--- src/rtl/sfc_pkg.sv ---
package sfc_pkg;
    localparam int NUM_BANDS = 5;
    localparam int CODE_W    = 3;
    localparam int MAX_KHZ   = 2640;
    localparam int BAND_LO_KHZ [NUM_BANDS] = '{400, 600, 857, 1200, 1810};

    typedef logic [CODE_W-1:0] code_t;

    // Longest interval (reference cycles) that still belongs to band k.
    function automatic int band_max_cyc(int ref_khz, int k);
        return ref_khz / BAND_LO_KHZ[k];
    endfunction

    // Shortest interval that belongs to band k.
    function automatic int band_min_cyc(int ref_khz, int k);
        if (k == NUM_BANDS - 1)
            return (ref_khz + MAX_KHZ - 1) / MAX_KHZ;
        return ref_khz / BAND_LO_KHZ[k+1] + 1;
    endfunction
endpackage

--- src/rtl/sfc_sync.sv ---
module sfc_sync (
    input  logic clk,
    input  logic rst,
    input  logic async_in,
    output logic rise
);
    typedef struct packed {
        logic s1;
        logic s2;
        logic s3;
    } sync_st_t;

    sync_st_t st_d, st_q;

    always_comb begin
        st_d.s1 = async_in;
        st_d.s2 = st_q.s1;
        st_d.s3 = st_q.s2;
    end

    always_ff @(posedge clk) begin
        if (rst) st_q <= '0;
        else     st_q <= st_d;
    end

    assign rise = st_q.s2 & ~st_q.s3;
endmodule

--- src/rtl/sfc_period.sv ---
module sfc_period #(
    parameter int CNT_W    = 10,
    parameter int LOSS_CYC = 625
) (
    input  logic             clk,
    input  logic             rst,
    input  logic             rise,
    output logic [CNT_W-1:0] period,
    output logic             timeout
);
    localparam logic [CNT_W-1:0] LOSS_C = CNT_W'(LOSS_CYC);

    logic [CNT_W-1:0] cnt_d, cnt_q;

    always_comb begin
        cnt_d = cnt_q;
        if (rise)
            cnt_d = CNT_W'(1);
        else if (cnt_q < LOSS_C)
            cnt_d = cnt_q + 1'b1;
    end

    always_ff @(posedge clk) begin
        if (rst) cnt_q <= LOSS_C;
        else     cnt_q <= cnt_d;
    end

    assign period  = cnt_q;
    assign timeout = !rise && (cnt_q == LOSS_C);
endmodule

--- src/rtl/sfc_band.sv ---
module sfc_band
    import sfc_pkg::*;
#(
    parameter int REF_KHZ = 200000,
    parameter int CNT_W   = 10
) (
    input  logic [CNT_W-1:0] period,
    output logic             in_win,
    output code_t            code
);
    logic [NUM_BANDS-1:0] hit;

    genvar k;
    for (k = 0; k < NUM_BANDS; k++) begin : g_band
        localparam logic [CNT_W-1:0] HI_C = CNT_W'(band_max_cyc(REF_KHZ, k));
        localparam logic [CNT_W-1:0] LO_C = CNT_W'(band_min_cyc(REF_KHZ, k));
        assign hit[k] = (period >= LO_C) && (period <= HI_C);
    end

    always_comb begin
        code = '0;
        for (int b = 0; b < NUM_BANDS; b++)
            if (hit[b]) code = code_t'(b);
    end

    assign in_win = |hit;
endmodule

--- src/rtl/sync_freq_classifier.sv ---
module sync_freq_classifier
    import sfc_pkg::*;
#(
    parameter int REF_KHZ  = 200000,
    parameter int GOOD_RUN = 4,
    parameter int LOSS_PCT = 125
) (
    input  logic              clk,
    input  logic              rst,
    input  logic              sync_in,
    input  logic              start,
    input  logic [CODE_W-1:0] fallback_sel,
    output logic [CODE_W-1:0] freq_code,
    output logic              sync_present,
    output logic              locked
);
    localparam int SLOW_CYC = band_max_cyc(REF_KHZ, 0);
    localparam int LOSS_CYC = SLOW_CYC * LOSS_PCT / 100;
    localparam int CNT_W    = $clog2(LOSS_CYC + 1);
    localparam int RUN_W    = $clog2(GOOD_RUN + 1);
    localparam code_t TOP_CODE = code_t'(NUM_BANDS - 1);

    typedef struct packed {
        logic             started;
        logic             ext_at_start;
        logic             latched_ok;
        code_t            latched;
        code_t            band;
        logic [RUN_W-1:0] run;
        logic             present;
        code_t            out_code;
        logic             locked;
    } st_t;

    st_t st_d, st_q;

    logic             rise;
    logic [CNT_W-1:0] period;
    logic             timeout;
    logic             in_win;
    code_t            band_code;
    logic             meas_valid;
    logic             meas_bad;
    code_t            sel_c;

    sfc_sync u_sync (
        .clk      (clk),
        .rst      (rst),
        .async_in (sync_in),
        .rise     (rise)
    );

    sfc_period #(.CNT_W(CNT_W), .LOSS_CYC(LOSS_CYC)) u_period (
        .clk     (clk),
        .rst     (rst),
        .rise    (rise),
        .period  (period),
        .timeout (timeout)
    );

    sfc_band #(.REF_KHZ(REF_KHZ), .CNT_W(CNT_W)) u_band (
        .period (period),
        .in_win (in_win),
        .code   (band_code)
    );

    assign meas_valid = rise && in_win;
    assign meas_bad   = (rise && !in_win) || timeout;
    assign sel_c      = (fallback_sel > TOP_CODE) ? TOP_CODE : fallback_sel;

    always_comb begin
        st_d = st_q;

        // presence tracking
        if (meas_bad)
            st_d.run = '0;
        else if (meas_valid && st_q.run < RUN_W'(GOOD_RUN))
            st_d.run = st_q.run + 1'b1;
        st_d.present = !meas_bad &&
                       (st_q.present || (meas_valid && st_q.run >= RUN_W'(GOOD_RUN - 1)));
        if (meas_valid)
            st_d.band = band_code;

        // one-time start handling
        if (start && !st_q.started) begin
            st_d.started      = 1'b1;
            st_d.ext_at_start = st_q.present;
        end
        if (st_q.started && st_q.ext_at_start && !st_q.latched_ok && meas_valid) begin
            st_d.latched_ok = 1'b1;
            st_d.latched    = band_code;
        end

        // output selection
        if (st_d.present)
            st_d.out_code = st_d.band;
        else if (st_d.latched_ok)
            st_d.out_code = st_d.latched;
        else
            st_d.out_code = sel_c;
        st_d.locked = st_d.present && st_d.started;
    end

    always_ff @(posedge clk) begin
        if (rst) st_q <= '0;
        else     st_q <= st_d;
    end

    assign freq_code    = st_q.out_code;
    assign sync_present = st_q.present;
    assign locked       = st_q.locked;
endmodule

--- config.mk ---
export PLATFORM = sky130hd
export DESIGN_NAME = sync_freq_classifier
export DESIGN_NICKNAME = d
export VERILOG_FILES = /design/src/rtl/sfc_pkg.sv /design/src/rtl/sfc_sync.sv /design/src/rtl/sfc_period.sv /design/src/rtl/sfc_band.sv /design/src/rtl/sync_freq_classifier.sv
export SDC_FILE = /design/constraint.sdc
export NUM_CORES = 1
export LEC_CHECK = 0
export ABC_AREA = 1
export ABC_CLOCK_PERIOD_IN_PS = 2200
export BUFFER_PORTS_ARGS = -buffer_cell sky130_fd_sc_hd__clkbuf_2
export CELL_PAD_IN_SITES_DETAIL_PLACEMENT = 1
export CELL_PAD_IN_SITES_GLOBAL_PLACEMENT = 2
export CORE_MARGIN = 4
export CORE_UTILIZATION = 32
export DETAILED_ROUTE_END_ITERATION = 16
export HOLD_SLACK_MARGIN = 0.12
export MAX_ROUTING_LAYER = met4
export PLACE_DENSITY_LB_ADDON = 0.05
export SETUP_SLACK_MARGIN = 0.3
export SLEW_MARGIN = 30
export SYNTH_ARGS = -nofsm -noshare
export SYNTH_HDL_FRONTEND = slang
export SYNTH_SLANG_ARGS = --single-unit
--- constraint.sdc ---
create_clock -name clk -period 2.2 [get_ports clk]
set_clock_uncertainty 0.2 [all_clocks]
set_input_delay 0 -clock clk [delete_from_list [all_inputs] [get_ports clk]]
set_output_delay 0 -clock clk [all_outputs]
set_load 0.02 [all_outputs]
==> results.sh, run 1 <==
export IMPL_viasPerCell=4.86
export IMPL_yosysWarnings=0
export IMPL_drc=0
export IMPL_dp_hpwl_mm=4.75
export IMPL_max_freq_mhz=459
export IMPL_hold_class="reg -> reg"
export IMPL_grt_setup_unrepaired="yes"
export IMPL_drtIter0Drc=106
export IMPL_cpMaxStageDelayCell="dfxtp_4"
export IMPL_yosys_area_top_type="dfxtp_1"
export IMPL_ys_top_cells_by_area="dfxtp_1 33%, nand2_1 18%, nor2_1 7.2%"
export IMPL_netlist_area_sq_um=1820
export IMPL_status="complete, no violations"
export IMPL_critPathKind="reg -> reg"
export IMPL_grt_pass1_wl_mm=10.8
export IMPL_syn_nets=303
export IMPL_path_clk_slew_ps=70
export IMPL_crit_fanout=8
export IMPL_clockRootBuffer="clkbuf_8"
export IMPL_irDropWorstVdd_mv=0.393
export IMPL_numCtsBuffers=5
export IMPL_synth_edf_count=0
export IMPL_clkLatencyLatePin_ps=290
export IMPL_avgSynthCellArea_sq_um=6.27
export IMPL_tritoncts="done"
export IMPL_area_growth_pct=64.9
export IMPL_cts_sinks=30
export IMPL_grt_usage=0.196
export IMPL_crit_path_max_incr_delay_ps=390
export IMPL_p_per_area_nw_per_um2=549
export IMPL_die_area_sq_um=6950
export IMPL_end_kind="flop"
export IMPL_placementRows=27
export IMPL_crit_path_start_kind="flop"
export IMPL_tns_ps=0
export IMPL_grt_pass1_vias=2167
export IMPL_core_area_sq_um=5510
export IMPL_routed_wl_mm=6.68
export IMPL_gp_congestion=0.866
export IMPL_ant_nets=0
export IMPL_die_width_microns=83.4
export IMPL_io_buffer_count=11
export IMPL_finalCritPeriodShare=0.990
export IMPL_place_ws_ps=-179
export IMPL_async_flop_share=0
export IMPL_h_tree_depth=2
export IMPL_worstPathCellList="buf_4, nor3_1, nand3_2, nand2_2, nand2_4, nand2_4, inv_4, nand2_4, nand3_4, nand2_1, nand2_1, nand2_1, nand3_1, nand2_1, inv_1"
export IMPL_hold_viol=0
export IMPL_antenna_found_initial=0
export IMPL_cp_startpoint="u_period.period[6]"
export IMPL_post_synth_most_frequent_cells="85 x nand2_1, 35 x nor2_1, 31 x inv_1"
export IMPL_netlist_instances=290
export IMPL_synth_cell_types=28
export IMPL_insertedDiodeCount=0
export IMPL_setup_viol=0
export IMPL_final_fill_count=682
export IMPL_hold_path_startpoint="u_sync.st_d[1]"
export IMPL_routedWlPerCell_microns=15.3
export IMPL_synth_seq_area_share=0.330
export IMPL_worst_pin_slew_ps=504
export IMPL_nets=378
export IMPL_stdcell_count=437
export IMPL_relSlewSlack=0.663
export IMPL_finalWorstSetupSlack_ps=22.1
export IMPL_drv_cap=0
export IMPL_drt_pass1_iter_count=4
export IMPL_postLayoutCoreUtil=0.544
export IMPL_clk_path_buf_depth=2
export IMPL_vias=2122
export IMPL_critical_path_arrival_ps=2170
export IMPL_grt_overflow=0
export IMPL_start_util=0.330
export IMPL_regArea_sq_um=633
export IMPL_synth_top_cell_area_share=0.330
export IMPL_synth_most_common_cell="nand2_1"
export IMPL_p_leak_uw=0.00136
export IMPL_ys_seq_elements=30
export IMPL_grt_max_degree=10
export IMPL_final_layout_size_suffix_gt1_frac=0.499
export IMPL_synth_ff_type="dfxtp_1"
export IMPL_slew_violations=0
export IMPL_cp_common_cell="nand2_1"
export IMPL_worst_endpoint_required_ps=2190
export IMPL_dieHeight_microns=83.4
export IMPL_place_inst=401
export IMPL_multiInputGateArea_sq_um=1440
export IMPL_min_period_ps=2180
export IMPL_boundaryPins=12
export IMPL_r2r_start="u_period.period[6]"
==> placed cells by master, fill, tap and decap left out, types with 3 or more instances in the layout <==
| master | netlist | routed |
|---|---|---|
| clkbuf_8 | 0 | 5 |
| a21oi_1 | 17 | 11 |
| buf_4 | 4 | 47 |
| nor2_2 | 5 | 7 |
| nand3_1 | 23 | 17 |
| dlygate4sd3_1 | 0 | 10 |
| nand4_1 | 9 | 9 |
| clkbuf_2 | 0 | 11 |
| o21ai_0 | 8 | 6 |
| nor2_1 | 35 | 25 |
| inv_4 | 0 | 6 |
| a21oi_2 | 0 | 5 |
| dfxtp_1 | 30 | 20 |
| nand2_1 | 85 | 50 |
| inv_1 | 31 | 22 |
| nand3_2 | 1 | 4 |
| inv_2 | 10 | 11 |
| nor2_4 | 1 | 9 |
| nand2_2 | 6 | 24 |
| nand2_4 | 1 | 16 |
| o21ai_1 | 5 | 5 |
| buf_6 | 0 | 6 |
| dfxtp_4 | 0 | 8 |
| nand3_4 | 0 | 3 |
==> critical path, delay by kind of cell, from the launching register on <==
family        cells  cell delay [ps]
simple gates     12             1260
flops             1              390
buf+inv           3              240
==> area by class of cell <==
class / count / share of cell area
clock buffer: 5 / 0.0230
clock inverter: 2 / 0.00334
inverter: 41 / 0.0597
multi-input combinational: 213 / 0.481
sequential: 30 / 0.211
tap: 72 / 0.0301
timing repair buffer: 74 / 0.192
==> power breakdown <==
group	internal, uW	total (uW)	switching, uW
clock network	212	431	219
registers	572	611	38.6
logic	273	605	332
==> metal layers <==
metal | track usage | vias to the layer above | wire (microns)
met5 | - | - | 0
met2 | 0.301 | 26 | 3100
met1 | 0.272 | 1011 | 3300
li1 | - | 1076 | -
met4 | 0.0446 | 0 | 83
met3 | 0.0298 | 9 | 191
==> per-stage QoR <==
stage	power [uW]	area, sq um	hold slack (ps)
6_report	1650	3000	203
5_1_grt	1750	3000	233
4_1_cts	1580	2750	206
3_5_place_dp	987	2180	5.26
3_3_place_gp	985	2180	-5.13
2_1_floorplan	816	1820	-93.0
==> flip-flops by register name, summed over array words and instances, names as in the netlist <==
name,flops
freq_code,3
st_q,12
sync_present,1
locked,1
u_sync.st_q,1
u_period.period,10
u_sync.st_d,2
==> cell families after synthesis <==
group / share of synthesized area
buffers and inverters: 0.106
AND/OR/NAND/NOR: 0.410
AO/OA/AOI/OAI: 0.112
flip-flops: 0.330
adder cells (fa/ha/maj): 0.0413
==> worst paths after layout <==
check / to / slack [ps] / cells after the start
worst max-delay path: freq_code[0] / 20 / 15
worst min-delay path: u_sync.st_d[0] / 200 / 2
worst min register to register: u_sync.st_d[0] / 200 / 2
worst max register to register: freq_code[0] / 20 / 15
==> timing repair <==
| item | in CTS | in global routing |
|---|---|---|
| resized for setup | 88 | 58 |
| cloned | 0 | 0 |
| hold buffers | 10 | 0 |
| endpoints found under the setup margin | 25 | 25 |
| hold endpoints to repair | 14 | 0 |
| setup buffers | 16 | 3 |
| pin swaps | 29 | 27 |
Power figures use the tool's default switching activity.
==> run 2: changes to the inputs <==
--- a/config.mk
+++ b/config.mk
@@ -6,12 +6,11 @@
 export NUM_CORES = 1
 export LEC_CHECK = 0
 export ABC_AREA = 1
-export ABC_CLOCK_PERIOD_IN_PS = 2200
-export BUFFER_PORTS_ARGS = -buffer_cell sky130_fd_sc_hd__clkbuf_2
+export BUFFER_PORTS_ARGS = -buffer_cell sky130_fd_sc_hd__buf_2
 export CELL_PAD_IN_SITES_DETAIL_PLACEMENT = 1
 export CELL_PAD_IN_SITES_GLOBAL_PLACEMENT = 2
 export CORE_MARGIN = 4
-export CORE_UTILIZATION = 32
+export CORE_UTILIZATION = 35
 export DETAILED_ROUTE_END_ITERATION = 16
 export HOLD_SLACK_MARGIN = 0.12
 export MAX_ROUTING_LAYER = met4
==> constraint.sdc (replaced) <==
create_clock -name clk -period 2.82 [get_ports clk]
set_clock_uncertainty 0.2 [all_clocks]
set_input_delay 0 -clock clk [delete_from_list [all_inputs] [get_ports clk]]
set_output_delay 0 -clock clk [all_outputs]
set_load 0.02 [all_outputs]
==> run 2 against run 1 <==
  * Power is 23% lower
  * Die area decreased by 7.8%
  * Combinational power is 62% lower
  * Sequential share of layout area increased by 6.8 points
  * Count of clock-buffer cells in the layout rose by 1
  * Global-route usage grew 0.32 points
  * First-iteration DRC count shrank 4.7%
  * Maximum frequency down 3.2%
  * Setup slack improved by 550 ps
==> results.sh, run 2 (same netlist as run 1, synthesis figures left out) <==
export IMPL_placementRows=25
export IMPL_end_kind="flop"
export IMPL_critPathKind="reg -> reg"
export IMPL_grt_pass1_vias=1915
export IMPL_grt_setup_unrepaired="yes"
export IMPL_dieHeight_microns=80.1
export IMPL_post_cts_buffers=0
export IMPL_die_area_sq_um=6410
export IMPL_grt_pass1_wl_mm=9.51
export IMPL_slew_violations=0
export IMPL_clkLatencyLatePin_ps=290
export IMPL_routed_wl_mm=5.49
export IMPL_numCtsBuffers=5
export IMPL_die_width_microns=80.1
export IMPL_tritoncts="done"
export IMPL_power_switching_share=0.292
export IMPL_worst_pin_slew_ps=543
export IMPL_drv_cap=0
export IMPL_final_layout_size_suffix_gt1_frac=0.173
export IMPL_cts_sinks=30
export IMPL_irDropWorstVdd_mv=0.284
export IMPL_clockRootBuffer="clkbuf_8"
export IMPL_finalCritPeriodShare=0.798
export IMPL_gp_congestion=0.952
export IMPL_setup_viol=0
export IMPL_relSlewSlack=0.637
export IMPL_top_register="st_q"
export IMPL_area_growth_pct=19.6
export IMPL_io_buffer_count=11
export IMPL_critical_path_arrival_ps=2250
export IMPL_boundaryPins=12
export IMPL_grt_overflow=0
export IMPL_crit_path_start_kind="flop"
export IMPL_final_fill_count=666
export IMPL_viasPerCell=4.86
export IMPL_insertedDiodeCount=0
export IMPL_clk_path_buf_depth=2
export IMPL_hold_class="reg -> reg"
export IMPL_nets=324
export IMPL_worst_endpoint_required_ps=2820
export IMPL_routedWlPerCell_microns=14.5
export IMPL_start_util=0.373
export IMPL_drt_pass1_iter_count=4
export IMPL_total_power_uw=1270
export IMPL_grt_max_degree=14
export IMPL_h_tree_depth=2
export IMPL_max_freq_mhz=444
export IMPL_min_period_ps=2250
export IMPL_status="complete, no violations"
export IMPL_combPwrFrac=0.180
export IMPL_antenna_found_initial=0
export IMPL_power_internal_uw=901
export IMPL_vias=1843
export IMPL_timing_hold_ws_ps=208
export IMPL_final_cell_mix="85 x nand2_1, 33 x nor2_1, 31 x inv_1"
export IMPL_p_per_area_nw_per_um2=585
export IMPL_tns_ps=0
export IMPL_clkPwrFrac=0.438
export IMPL_core_area_sq_um=4880
export IMPL_layout_commonest_cell="nand2_1"
export IMPL_largest_register_ffs=12
export IMPL_drtIter0Drc=101
export IMPL_path_clk_slew_ps=70
export IMPL_ant_nets=0
export IMPL_grt_usage=0.199
export IMPL_crit_fanout=7
export IMPL_p_leak_uw=0.00106
export IMPL_seqPwrFrac=0.382
export IMPL_hold_viol=0
export IMPL_netSwitchingPower_uw=371
export IMPL_dp_hpwl_mm=4.19
export IMPL_drc=0
## run 2: worst max-delay path, cell delays in order (launching register included)
cell,delay (ps)
dfxtp_1,540
inv_2,130
nand2_1,130
nor2_1,70
nand4_1,70
nand2_1,50
nand2_1,60
nand2_1,80
nand2_2,100
inv_2,40
nand2_2,90
nand3_2,140
nand2_1,140
nand2_1,70
nand2_1,70
nand3_1,70
nand2_1,60
inv_1,30
## run 2: cell type report
class	count	area [sq um]	area share
Timing Repair Buffer	20	143	0.0656
Inverter	41	154	0.0708
Clock inverter	2	60.1	0.0276
Multi-Input combinational cell	213	1040	0.480
Tap cell	67	83.8	0.0385
Clock buffer	6	82.6	0.0380
Sequential cell	30	608	0.280
## run 2: metal layers
layer	global-route usage	up-vias	part of all wire
met5	-	-	0
met4	0.0743	0	0.013
met3	0.0437	7	0.025
met2	0.291	20	0.44
met1	0.269	855	0.52
li1	-	961	-
## run 2: final timing paths
check | start | endpoint | slack (ps) | cells after the start
hold / removal | u_sync.st_d[1] | u_sync.st_d[0] | 210 | 2
setup reg to reg | u_period.period[9] | freq_code[0] | 570 | 17
setup / recovery | u_period.period[9] | freq_code[0] | 570 | 17
hold reg to reg | u_sync.st_d[1] | u_sync.st_d[0] | 210 | 2
## run 2: power by group through the flow
stage | clock network [uW] | logic (uW) | registers [uW]
2_1_floorplan | 0 | 157 | 477
3_3_place_gp | 0 | 214 | 492
3_5_place_dp | 0 | 215 | 491
4_1_cts | 572 | 226 | 481
5_1_grt | 594 | 264 | 489
6_report | 557 | 229 | 486
## run 2: repair_timing
action / in CTS / in global routing
gates resized for setup: 0 / 11
endpoints found under the setup margin: 0 / 7
hold buffers: 8 / 0
endpoints found under the hold margin: 15 / 0
## run 2: stage by stage
step | cells | util | area [sq um] | setup WS [ps]
floorplan | 290 | - | 1820 | 868
global placement | 363 | 0.395 | 1930 | 351
detailed placement | 363 | 0.395 | 1930 | 422
CTS | 379 | 0.440 | 2150 | 402
global route | 379 | 0.446 | 2170 | 300
finish | 379 | 0.446 | 2170 | 570
==> run 3: changes to the inputs <==
--- a/config.mk
+++ b/config.mk
@@ -10,7 +10,7 @@
 export CELL_PAD_IN_SITES_DETAIL_PLACEMENT = 1
 export CELL_PAD_IN_SITES_GLOBAL_PLACEMENT = 2
 export CORE_MARGIN = 4
-export CORE_UTILIZATION = 35
+export CORE_UTILIZATION = 32
 export DETAILED_ROUTE_END_ITERATION = 16
 export HOLD_SLACK_MARGIN = 0.12
 export MAX_ROUTING_LAYER = met4
==> constraint.sdc (replaced) <==
create_clock -name clk -period 2.2 [get_ports clk]
set_clock_uncertainty 0.2 [all_clocks]
set_input_delay 0 -clock clk [delete_from_list [all_inputs] [get_ports clk]]
set_output_delay 0 -clock clk [all_outputs]
set_load 0.02 [all_outputs]
==> run 3 against run 2 <==
  * The flow now finishes with violations (setup timing)
  * Largest power group is now sequential cells
  * Critical endpoint is now u_period.period[9]
  * Largest cell class unchanged
  * Cell count grew 17%
  * Power rose by 34%
  * Register-to-register slack got worse by 630 ps
  * Final area increased by 37%
  * Utilization rose by 9.7 points
==> results.sh, run 3 (same netlist as run 1, synthesis figures left out) <==
export IMPL_vias=2178
export IMPL_placed_area_sq_um=2180
export IMPL_nets=382
export IMPL_path_clk_slew_ps=80
export IMPL_worst_endpoint_required_ps=2240
export IMPL_grt_pass1_vias=2294
export IMPL_status="finished, violations left"
export IMPL_stdcell_count=442
export IMPL_worst_pin_slew_ps=548
export IMPL_area_growth_pct=64.3
export IMPL_clockRootBuffer="clkbuf_8"
export IMPL_hold_class="reg -> reg"
export IMPL_crit_fanout=8
export IMPL_ant_nets=0
export IMPL_viasPerCell=4.93
export IMPL_relSlewSlack=0.633
export IMPL_numCtsBuffers=5
export IMPL_grt_overflow=0
export IMPL_critical_path_top_delay_family="simple AND/OR/NAND/NOR gates"
export IMPL_setup_viol=3
export IMPL_crit_path_start_kind="flop"
export IMPL_clkLatencyLatePin_ps=300
export IMPL_dieHeight_microns=83.4
export IMPL_routedWlPerCell_microns=16.1
export IMPL_slew_violations=0
export IMPL_clk_path_buf_depth=2
export IMPL_start_util=0.330
export IMPL_top_register="st_q"
export IMPL_cpMaxStageDelayCell="dfxtp_4"
export IMPL_crit_path_max_incr_delay_ps=400
export IMPL_drv_cap=0
export IMPL_drtIter0Drc=96
export IMPL_end_kind="flop"
export IMPL_critPathKind="reg -> reg"
export IMPL_grt_pass1_wl_mm=11.3
export IMPL_tns_ps=-131
export IMPL_h_tree_depth=2
export IMPL_place_inst=401
export IMPL_cts_sinks=30
export IMPL_drt_pass1_iter_count=4
export IMPL_routed_wl_mm=7.12
export IMPL_final_cell_mix="53 x nand2_1, 48 x buf_4, 24 x nand2_2"
export IMPL_die_area_sq_um=6950
export IMPL_io_buffer_count=11
export IMPL_layout_commonest_cell="nand2_1"
export IMPL_max_freq_mhz=443
export IMPL_boundaryPins=12
export IMPL_finalWorstSetupSlack_ps=-57.6
export IMPL_drc=0
export IMPL_dp_hpwl_mm=4.49
export IMPL_grt_usage=0.206
export IMPL_final_fill_count=698
export IMPL_core_area_sq_um=5510
export IMPL_largest_register_ffs=12
export IMPL_insertedDiodeCount=0
export IMPL_violations="setup timing"
export IMPL_reg2reg_slack_ps=-60
export IMPL_cp_common_cell="nand2_1"
export IMPL_worstPathCellList="buf_4, nand2_1, nor2_1, a22oi_1, nand2_2, inv_2, nand3_1, nor2_2, nand3_1, o21ai_1, nand2_1, nand2_1"
export IMPL_placementRows=27
export IMPL_grt_max_degree=11
export IMPL_critical_path_arrival_ps=2300
export IMPL_die_width_microns=83.4
export IMPL_min_period_ps=2260
export IMPL_antenna_found_initial=0
export IMPL_grt_setup_unrepaired="yes"
export IMPL_p_leak_uw=0.00139
export IMPL_stdcell_area_sq_um=2990
export IMPL_hold_viol=0
export IMPL_irDropWorstVdd_mv=0.399
export IMPL_tritoncts="done"
export IMPL_path_buf_inv=2
export IMPL_timing_hold_ws_ps=220
export IMPL_p_per_area_nw_per_um2=570
export IMPL_finalCritPeriodShare=1.03
export IMPL_gp_congestion=0.851
export IMPL_final_layout_size_suffix_gt1_frac=0.486
-- run 3: cell types whose count changed in the layout (fill, tap and decap cells not counted), sizes merged --
cell / before / now
clkinv: 0 / 1
clkinvlp: 0 / 1
buf: 12 / 67
bufinv: 2 / 0
dlygate4sd3: 8 / 11
-- run 3: layout make-up --
class	count	area, sq um	area share
clock buffer	6	82.6	0.0276
multi-input combinational	213	1380	0.461
sequential	30	631	0.211
timing repair buffer	78	616	0.206
inverter	41	179	0.0599
clock inverter	2	12.5	0.00419
tap	72	90.1	0.0302
-- run 3: layer usage --
layer	GRT usage	routed length [microns]	share of wire
met1	0.269	3400	0.48
met2	0.332	3460	0.49
met3	0.0387	197	0.028
met4	0.0446	67	0.0094
met5	-	0	0
-- run 3: worst reg2reg max path, delay by kind of cell, from the launching register on --
family                 cells  cell delay, ps
AOI/OAI and AO/OA          2             420
buffers and inverters      2             240
DFF                        1             400
and+or+nand+nor            8             920
-- run 3: path summary, 6_finish.rpt --
path,startpoint,to,cells past startpoint
setup / recovery,u_period.period[6],u_period.period[9],12
hold reg to reg,u_sync.st_d[1],u_sync.st_d[0],2
setup reg to reg,u_period.period[6],u_period.period[9],12
hold / removal,u_sync.st_d[1],u_sync.st_d[0],2
-- run 3: per-stage QoR --
| stage | utilization | setup slack, ps | power [uW] |
|---|---|---|---|
| 6_report | 0.542 | -57.6 | 1700 |
| 5_1_grt | 0.542 | -135 | 1780 |
| 4_1_cts | 0.523 | 153 | 1650 |
| 3_5_place_dp | 0.396 | -168 | 982 |
| 3_3_place_gp | 0.396 | -124 | 984 |
| 2_1_floorplan | - | 307 | 816 |
-- run 3: what timing repair did --
action	CTS	global route
setup endpoints to repair	25	25
endpoints found under the hold margin	16	0
hold buffers	11	0
pin swaps	45	24
resized for setup	113	23
setup buffers	17	5
-- run 3: report_power, final --
group | internal [uW] | switching, uW
Clock | 252 | 251
Combinational | 264 | 325
Sequential | 570 | 39.3
Total | 1090 | 616
